**src/rtl/dmac_pkg.sv**
```systemverilog
package dmac_pkg;

  localparam int BC_W   = 16;
  localparam int BEAT_W = BC_W - 1;

  typedef enum logic [3:0] {
    S_IDLE, S_HDR, S_PIO, S_MRD, S_DWR, S_DRD, S_MWR, S_WAIT, S_DONE
  } seq_state_e;

  typedef enum logic [1:0] {
    XF_NONE = 2'd0, XF_TO_DEV = 2'd1, XF_FROM_DEV = 2'd2, XF_RSVD = 2'd3
  } xfer_kind_e;

  typedef struct packed {
    logic [BC_W-1:0] nbytes;
    logic [3:0]      npio;
    logic [3:0]      rsvd_a;
    logic            wait_end;
    logic            dec_sema;
    logic [1:0]      rsvd_b;
    logic            irq;
    logic            chain;
    logic [1:0]      kind;
  } ctl_word_t;

  function automatic logic [BEAT_W-1:0] beat_count(input logic [BC_W-1:0] nb);
    logic [BC_W:0] t;
    t = {1'b0, nb} + (BC_W+1)'(3);
    return t[BC_W:2];
  endfunction

  function automatic seq_state_e data_entry(input ctl_word_t c);
    if (c.nbytes == '0) return S_WAIT;
    case (xfer_kind_e'(c.kind))
      XF_TO_DEV:   return S_MRD;
      XF_FROM_DEV: return S_DRD;
      default:     return S_WAIT;
    endcase
  endfunction

endpackage

```
**src/rtl/dmac_end_watch.sv**
```systemverilog
module dmac_end_watch (
  input  logic clk,
  input  logic rst_n,
  input  logic end_tgl,
  input  logic clr,
  output logic seen
);
  logic prev_q;
  logic seen_q;
  logic end_evt;

  assign end_evt = end_tgl ^ prev_q;

  always_ff @(posedge clk) begin
    if (!rst_n) begin
      prev_q <= 1'b0;
      seen_q <= 1'b0;
    end else begin
      prev_q <= end_tgl;
      if (end_evt)  seen_q <= 1'b1;
      else if (clr) seen_q <= 1'b0;
    end
  end

  assign seen = seen_q;
endmodule

```
**src/rtl/dmac_sema_irq.sv**
```systemverilog
module dmac_sema_irq #(
  parameter int SW = 8
) (
  input  logic          clk,
  input  logic          rst_n,
  input  logic [SW-1:0] inc_amt,
  input  logic          dec_req,
  input  logic          irq_set,
  input  logic          irq_clr,
  output logic [SW-1:0] sema,
  output logic          irq
);
  logic [SW-1:0] sema_q;
  logic          irq_q;

  function automatic logic [SW-1:0] sema_step(input logic [SW-1:0] cur,
                                              input logic [SW-1:0] inc,
                                              input logic          dec);
    logic [SW:0] sum;
    sum = {1'b0, cur} + {1'b0, inc};
    if (sum[SW]) sum = {1'b0, {SW{1'b1}}};
    if (dec && (sum != '0)) sum = sum - (SW+1)'(1);
    return sum[SW-1:0];
  endfunction

  always_ff @(posedge clk) begin
    if (!rst_n) begin
      sema_q <= '0;
      irq_q  <= 1'b0;
    end else begin
      sema_q <= sema_step(sema_q, inc_amt, dec_req);
      if (irq_set)      irq_q <= 1'b1;
      else if (irq_clr) irq_q <= 1'b0;
    end
  end

  assign sema = sema_q;
  assign irq  = irq_q;
endmodule

```
**src/rtl/dmac_seq_fsm.sv**
```systemverilog
module dmac_seq_fsm
  import dmac_pkg::*;
#(
  parameter int AW = 32
) (
  input  logic          clk,
  input  logic          rst_n,
  input  logic          sema_nz,
  input  logic          head_we,
  input  logic [AW-1:0] head_addr,
  input  logic          end_seen,
  output logic          mem_req,
  output logic          mem_we,
  output logic [AW-1:0] mem_addr,
  output logic [31:0]   mem_wdata,
  input  logic          mem_ack,
  input  logic [31:0]   mem_rdata,
  output logic          pio_we,
  output logic [3:0]    pio_idx,
  output logic [31:0]   pio_data,
  output logic          dev_req,
  output logic          dev_dir,
  output logic [31:0]   dev_wdata,
  input  logic          dev_ack,
  input  logic [31:0]   dev_rdata,
  output logic          cmd_start,
  output logic          cmd_done,
  output logic          have_cmd,
  output logic [3:0]    cur_npio,
  output logic          cur_wait,
  output logic          cur_dec,
  output logic          cur_irq,
  output logic          cur_chain
);
  localparam logic [AW-1:0] STEP = AW'(4);
  localparam logic [AW-1:0] PIO_BASE = AW'(12);

  seq_state_e        state;
  ctl_word_t         ctl_q;
  logic              have_q;
  logic [AW-1:0]     cmd_addr, nxt_addr, beat_addr;
  logic [BEAT_W-1:0] beat_left;
  logic [1:0]        widx;
  logic [3:0]        pio_k;
  logic [31:0]       data_q;
  logic              pio_we_q;
  logic [3:0]        pio_idx_q;
  logic [31:0]       pio_data_q;
  logic              last_beat;
  logic              unused_rsvd;

  assign unused_rsvd = ^{ctl_q.rsvd_a, ctl_q.rsvd_b};
  assign last_beat   = (beat_left == BEAT_W'(1));
  assign cmd_start   = (state == S_IDLE) && !head_we && have_q && sema_nz;
  assign cmd_done    = (state == S_DONE);

  always_ff @(posedge clk) begin
    if (!rst_n) begin
      state      <= S_IDLE;
      ctl_q      <= '0;
      have_q     <= 1'b0;
      cmd_addr   <= '0;
      nxt_addr   <= '0;
      beat_addr  <= '0;
      beat_left  <= '0;
      widx       <= '0;
      pio_k      <= '0;
      data_q     <= '0;
      pio_we_q   <= 1'b0;
      pio_idx_q  <= '0;
      pio_data_q <= '0;
    end else begin
      pio_we_q <= 1'b0;
      case (state)
        S_IDLE: begin
          if (head_we) begin
            cmd_addr <= head_addr;
            have_q   <= 1'b1;
          end else if (cmd_start) begin
            widx  <= '0;
            state <= S_HDR;
          end
        end
        S_HDR: if (mem_ack) begin
          widx <= widx + 2'd1;
          case (widx)
            2'd0: nxt_addr <= mem_rdata[AW-1:0];
            2'd1: ctl_q    <= ctl_word_t'(mem_rdata);
            default: begin
              beat_addr <= mem_rdata[AW-1:0];
              beat_left <= beat_count(ctl_q.nbytes);
              pio_k     <= '0;
              state     <= (ctl_q.npio != 4'd0) ? S_PIO : data_entry(ctl_q);
            end
          endcase
        end
        S_PIO: if (mem_ack) begin
          pio_we_q   <= 1'b1;
          pio_idx_q  <= pio_k;
          pio_data_q <= mem_rdata;
          if (pio_k == ctl_q.npio - 4'd1) state <= data_entry(ctl_q);
          else                            pio_k <= pio_k + 4'd1;
        end
        S_MRD: if (mem_ack) begin
          data_q <= mem_rdata;
          state  <= S_DWR;
        end
        S_DWR: if (dev_ack) begin
          beat_left <= beat_left - BEAT_W'(1);
          beat_addr <= beat_addr + STEP;
          state     <= last_beat ? S_WAIT : S_MRD;
        end
        S_DRD: if (dev_ack) begin
          data_q <= dev_rdata;
          state  <= S_MWR;
        end
        S_MWR: if (mem_ack) begin
          beat_left <= beat_left - BEAT_W'(1);
          beat_addr <= beat_addr + STEP;
          state     <= last_beat ? S_WAIT : S_DRD;
        end
        S_WAIT: if (!ctl_q.wait_end || end_seen) state <= S_DONE;
        S_DONE: begin
          have_q <= ctl_q.chain;
          if (ctl_q.chain) cmd_addr <= nxt_addr;
          state <= S_IDLE;
        end
        default: state <= S_IDLE;
      endcase
    end
  end

  always_comb begin
    mem_req  = 1'b0;
    mem_we   = 1'b0;
    mem_addr = beat_addr;
    case (state)
      S_HDR: begin
        mem_req  = 1'b1;
        mem_addr = cmd_addr + AW'({widx, 2'b00});
      end
      S_PIO: begin
        mem_req  = 1'b1;
        mem_addr = cmd_addr + PIO_BASE + AW'({pio_k, 2'b00});
      end
      S_MRD: mem_req = 1'b1;
      S_MWR: begin
        mem_req = 1'b1;
        mem_we  = 1'b1;
      end
      default: ;
    endcase
  end

  assign mem_wdata = data_q;
  assign dev_req   = (state == S_DWR) || (state == S_DRD);
  assign dev_dir   = (state == S_DWR);
  assign dev_wdata = data_q;
  assign pio_we    = pio_we_q;
  assign pio_idx   = pio_idx_q;
  assign pio_data  = pio_data_q;
  assign have_cmd  = have_q;
  assign cur_npio  = ctl_q.npio;
  assign cur_wait  = ctl_q.wait_end;
  assign cur_dec   = ctl_q.dec_sema;
  assign cur_irq   = ctl_q.irq;
  assign cur_chain = ctl_q.chain;
endmodule

```
**src/rtl/dma_chain_seq.sv**
```systemverilog
module dma_chain_seq #(
  parameter int AW = 32,
  parameter int SW = 8
) (
  input  logic          clk,
  input  logic          rst_n,
  input  logic          csr_we,
  input  logic [1:0]    csr_sel,
  input  logic [31:0]   csr_wdata,
  output logic [SW-1:0] csr_sema,
  output logic          csr_irq,
  output logic          mem_req,
  output logic          mem_we,
  output logic [AW-1:0] mem_addr,
  output logic [31:0]   mem_wdata,
  input  logic          mem_ack,
  input  logic [31:0]   mem_rdata,
  output logic          pio_we,
  output logic [3:0]    pio_idx,
  output logic [31:0]   pio_data,
  output logic          dev_req,
  output logic          dev_dir,
  output logic [31:0]   dev_wdata,
  input  logic          dev_ack,
  input  logic [31:0]   dev_rdata,
  input  logic          end_tgl
);
  localparam logic [1:0] SEL_INC  = 2'd0;
  localparam logic [1:0] SEL_CLR  = 2'd1;
  localparam logic [1:0] SEL_HEAD = 2'd2;

  logic          cmd_start, cmd_done, have_cmd, end_seen;
  logic [3:0]    cur_npio;
  logic          cur_wait, cur_dec, cur_irq, cur_chain;
  logic [SW-1:0] inc_amt;
  logic          irq_clr, head_we, dec_req, irq_set;
  logic [SW-1:0] sema;
  logic          irq;

  assign inc_amt = (csr_we && csr_sel == SEL_INC) ? csr_wdata[SW-1:0] : '0;
  assign irq_clr = csr_we && (csr_sel == SEL_CLR) && csr_wdata[0];
  assign head_we = csr_we && (csr_sel == SEL_HEAD);
  assign dec_req = cmd_done && cur_dec;
  assign irq_set = cmd_done && cur_irq;

  dmac_seq_fsm #(.AW(AW)) u_fsm (
    .clk(clk), .rst_n(rst_n), .sema_nz(sema != '0),
    .head_we(head_we), .head_addr(csr_wdata[AW-1:0]), .end_seen(end_seen),
    .mem_req(mem_req), .mem_we(mem_we), .mem_addr(mem_addr),
    .mem_wdata(mem_wdata), .mem_ack(mem_ack), .mem_rdata(mem_rdata),
    .pio_we(pio_we), .pio_idx(pio_idx), .pio_data(pio_data),
    .dev_req(dev_req), .dev_dir(dev_dir), .dev_wdata(dev_wdata),
    .dev_ack(dev_ack), .dev_rdata(dev_rdata),
    .cmd_start(cmd_start), .cmd_done(cmd_done), .have_cmd(have_cmd),
    .cur_npio(cur_npio), .cur_wait(cur_wait), .cur_dec(cur_dec),
    .cur_irq(cur_irq), .cur_chain(cur_chain)
  );

  dmac_end_watch u_end (
    .clk(clk), .rst_n(rst_n), .end_tgl(end_tgl), .clr(cmd_start), .seen(end_seen)
  );

  dmac_sema_irq #(.SW(SW)) u_sema (
    .clk(clk), .rst_n(rst_n), .inc_amt(inc_amt), .dec_req(dec_req),
    .irq_set(irq_set), .irq_clr(irq_clr), .sema(sema), .irq(irq)
  );

  assign csr_sema = sema;
  assign csr_irq  = irq;
endmodule

```
**config.mk**
```make
export PLATFORM = sky130hd
export DESIGN_NAME = dma_chain_seq
export DESIGN_NICKNAME = d
export VERILOG_FILES = /design/src/rtl/dmac_pkg.sv /design/src/rtl/dmac_end_watch.sv /design/src/rtl/dmac_sema_irq.sv /design/src/rtl/dmac_seq_fsm.sv /design/src/rtl/dma_chain_seq.sv
export SDC_FILE = /design/constraint.sdc
export NUM_CORES = 1
export LEC_CHECK = 0
export ABC_AREA = 1
export BUFFER_PORTS_ARGS = -buffer_cell sky130_fd_sc_hd__buf_2
export CAP_MARGIN = 20
export CORE_MARGIN = 5
export CORE_UTILIZATION = 52
export CTS_CLUSTER_DIAMETER = 50
export DETAILED_ROUTE_END_ITERATION = 10
export PLACE_DENSITY = 0.78
export SLEW_MARGIN = 20
export SYNTH_ARGS = -nofsm -noshare
export SYNTH_HDL_FRONTEND = slang
export SYNTH_HIERARCHICAL = 1
export SYNTH_SLANG_ARGS = --single-unit
```
**constraint.sdc**
```tcl
create_clock -name clk -period 2.7 [get_ports clk]
set_clock_uncertainty 0.15 [all_clocks]
set_input_delay 0.405 -clock clk [delete_from_list [all_inputs] [get_ports clk]]
set_output_delay 0.405 -clock clk [all_outputs]
set_load 0.01 [all_outputs]
```
==> results.md <==
GRT:
- Summed over all layers, the global routing overflow is 0.
- The first global-routing pass estimated 86400 um of wire.
- Across every metal layer, demand over resource in global routing totals 0.353.
- The via count of the first global-routing pass is 15.6k.
- The number of antenna violations at the first check in global routing was 2.
- For met1 alone, demand over resource in global routing was 0.452.
- The global routing usage on met3 is 0.0673.
- The maximum number of pins on one net before global-route repair is 110.
- In the global route stage, met2 resource usage came out at 0.557.
- In this run the most used layer during global routing was met2.

Placed design:
- The post-DP HPWL is ~40000 um.
- The worst slack at placement is -212 ps.
- Port buffering added 249 buffers.
- The instance area after placement is ~16000 sq um.
- At the end of routability-driven placement, the weighted congestion stood at 0.994.

CTS:
- The CTS clock-pin slew for the worst setup and hold paths is 60 ps.
- The clock net in this run drives a total of ~230 sinks.
- CTS built an H-tree with a depth of 1.
- The clock latency on the worst-skew pair is roughly 540 ps.
- The TritonCTS clock tree is built.
- The total CTS buffers is 27.
- CTS placed an instance of sky130_fd_sc_hd__clkbuf_16 at the clock tree root.
- No sink is reached through more buffers than the 3 on the longest clock path.

Setup path:
- The critical path start-end classification is register to output pin.
- The endpoint of the worst register-to-register path is u_sema/sema[1].
- Tracing the worst setup path back leads to its startpoint at u_fsm/pio_k[1].
- The endpoint of the most critical setup path is mem_addr[25].
- The startpoint kind of the worst setup timing path is a register.
- Along the worst path, the maximum fanout reaches 5.
- The number of logic stages on the critical path including buffering is 15.
- The startpoint of the lowest-slack register-to-register path is u_sema/sema[0].
- The internal reg-to-reg setup slack is around 190 ps.
- The critical path capture point type is an output pin.
- The worst path arrival time is 2780 ps.
- Measured in cells, the most critical reg-to-reg path has a length of 15.
- The critical path goes through inv_2, ha_4, inv_4, ha_4, inv_2, fa_2, o21ai_4, inv_4, nor2_4, buf_6, nand2_1, nand2_1, nand3_1, o211ai_1, buf_2.
- The number of buffers and inverters on the critical path is 6.
- On the worst path, the slowest cell contributes a delay of 410 ps.
- The highest-delay cell along the critical path is sky130_fd_sc_hd__fa_2.
- The cell type group with the largest total delay on the critical path is adder cells.
- The required time of the critical path is roughly 2100 ps.

Die:
- In this run the count of I/O pins placed on the die edge is 250.
- Row generation in the floorplan step produced 60 rows.
- The starting utilization of the core area is 0.525.
- The die width is 175 um.
- The floorplan step defined a die boundary enclosing 30500 sq um.
- The vertical die dimension is 175 um.
- The region available for standard cell placement spans 26800 sq um.

Finish:
- The post-route core utilization is 0.671.
- The filler cell count is between 2k and 2.5k.
- Compared with the post-synthesis result, the final layout area differs by 27.7%.
- The net count of the finished layout is 2643.
- The share of layout cells above drive strength 1 is 0.233.
- The finished layout cell area is about 18000 sq um.

STA:
- Once routing completed, OpenROAD measured the worst setup slack at -635 ps.
- The final critical path time including I/O delays and setup is 3340 ps.
- In the finished design, the share of the clock period the worst path needs comes to 1.24.
- The worst pin sits at a relative slew slack of 0.607.
- The slew at the pin closest to its max-slew limit is 588 ps.
- Setup repair after global routing could not meet its margin everywhere.
- The worst hold-check slack is 3.92 ps.
- The max-slew violation total from the final report is 0.
- The number of hold violations in the final report is 0.
- For this run, the top clock speed supported by timing is 300 MHz.
- The number of setup violations in the final report is 28.

Power:
- The total leakage power is 8.05 nW.
- The power per cell area is ~650 nW/um^2.
- The maximum vdd drop is around 0.57 mV.

Run status:
- The run finished, with violations left.
- The checks that failed: setup timing.

Synth:
- The number of nets in the synthesized netlist is 2347.
- After synthesis, the mean cell area works out to approximately 6.4 sq um.
- The number of warnings printed during yosys synthesis is 6.
- The netlist area before placement is 14100 sq um.
- The synthesized instance count is 2212.

Drt:
- The number of routed nets with antenna violations is 0.
- The number of remaining DRC errors is 0.
- Using the TritonRoute via totals, the vias-per-cell ratio works out to 5.86.
- After detailed routing, the total wire length is 57100 um.
- The violation count after the first detailed-routing iteration is 1708.
- The number of detailed-route iterations in the first pass is 6.
- The per-cell routed wire length is 19.9 um.
- The total number of vias is 16.8k.

Run:
- Across the run, the number of max-cap violations was 0.

Min path:
- The type of the most critical hold path is primary input to register.
- The startpoint identified for the worst hold timing path is dev_rdata[26].
-- timing repair --
action                                 4_1_cts  5_1_grt
resized for setup                          113       64
hold buffers                                39        0
pin swaps                                   37       37
setup buffers                                7        9
endpoints found under the hold margin       39        0
gates cloned                                 0        1
setup endpoints to repair                   33       40
-- worst min path at each step --
| stage | cells past startpoint | to | slack, ps |
|---|---|---|---|
| 2_1_floorplan | 2 | u_fsm/beat_addr[1] | 270 |
| 3_3_place_gp | 2 | u_fsm/beat_addr[0] | 290 |
| 3_5_place_dp | 2 | u_fsm/beat_addr[0] | 290 |
| 4_1_cts | 3 | u_fsm/dev_wdata[26] | 2 |
| 5_1_grt | 3 | u_fsm/cmd_addr[5] | 10 |
| 6_report | 3 | u_fsm/dev_wdata[26] | 4 |
-- per-stage QoR --
stage          power [mW]  setup TNS (ps)  instances
2_1_floorplan        5.98               0       2212
3_3_place_gp         7.05           -1770       2766
3_5_place_dp         7.10           -3050       2766
4_1_cts              11.4          -10670       2859
5_1_grt              12.1          -13710       2868
6_report             11.6          -11350       2869
-- final cells by class --
type	count	area, sq um	share of cell area
antenna	1	2.50	0.000139
clock buffer	29	703	0.0391
clock inverter	19	299	0.0166
inverter	226	872	0.0485
multi-input combinational	1624	8490	0.472
sequential	228	4580	0.255
tap	341	427	0.0237
timing repair buffer	401	2610	0.145
-- tightest hold or removal path, stage by stage --
cell	delay (ps)
sky130_fd_sc_hd__buf_2	100
sky130_fd_sc_hd__nand2_1	50
sky130_fd_sc_hd__a31oi_1	80
-- power breakdown --
part           switching [mW]  internal, mW
combinational            2.35          1.20
sequential              0.301          3.64
clock                    1.54          2.57
-- sequential cells by signal, indices dropped and copies added, names as in the netlist, 2 cells and up --
signal           flops
u_fsm/cmd_addr      32
u_fsm/nxt_addr      32
u_fsm/ctl_q         18
u_fsm/beat_addr     32
u_fsm/widx           2
u_fsm/pio_data      32
u_fsm/pio_idx        4
u_fsm/pio_k          4
u_fsm/beat_left     15
u_fsm/cur_npio       4
u_fsm/state          4
u_fsm/dev_wdata     32
u_sema/sema          8
-- placed cells by master, fill, tap and decap left out, types with 20 or more instances in the layout --
| cell type | count |
|---|---|
| sky130_fd_sc_hd__nand2_1 | 591 |
| sky130_fd_sc_hd__buf_2 | 246 |
| sky130_fd_sc_hd__nand3_1 | 244 |
| sky130_fd_sc_hd__dfxtp_1 | 215 |
| sky130_fd_sc_hd__inv_1 | 198 |
| sky130_fd_sc_hd__a21oi_1 | 154 |
| sky130_fd_sc_hd__nor2_1 | 150 |
| sky130_fd_sc_hd__o21ai_0 | 110 |
| sky130_fd_sc_hd__buf_4 | 97 |
| sky130_fd_sc_hd__a31oi_1 | 66 |
| sky130_fd_sc_hd__dlygate4sd3_1 | 39 |
| sky130_fd_sc_hd__clkbuf_16 | 28 |
| sky130_fd_sc_hd__nor3_1 | 27 |
| sky130_fd_sc_hd__o21ai_1 | 27 |
| sky130_fd_sc_hd__nand2_2 | 25 |
| sky130_fd_sc_hd__nand4_1 | 25 |
| sky130_fd_sc_hd__inv_2 | 20 |
| sky130_fd_sc_hd__xor2_1 | 20 |
-- layer usage --
layer,up-vias,routed length (um)
met5,-,20
met2,989,24900
met3,199,5870
met1,7767,22200
met4,2,4050
li1,7869,-
Note: power is estimated with default switching activity, not from simulation.
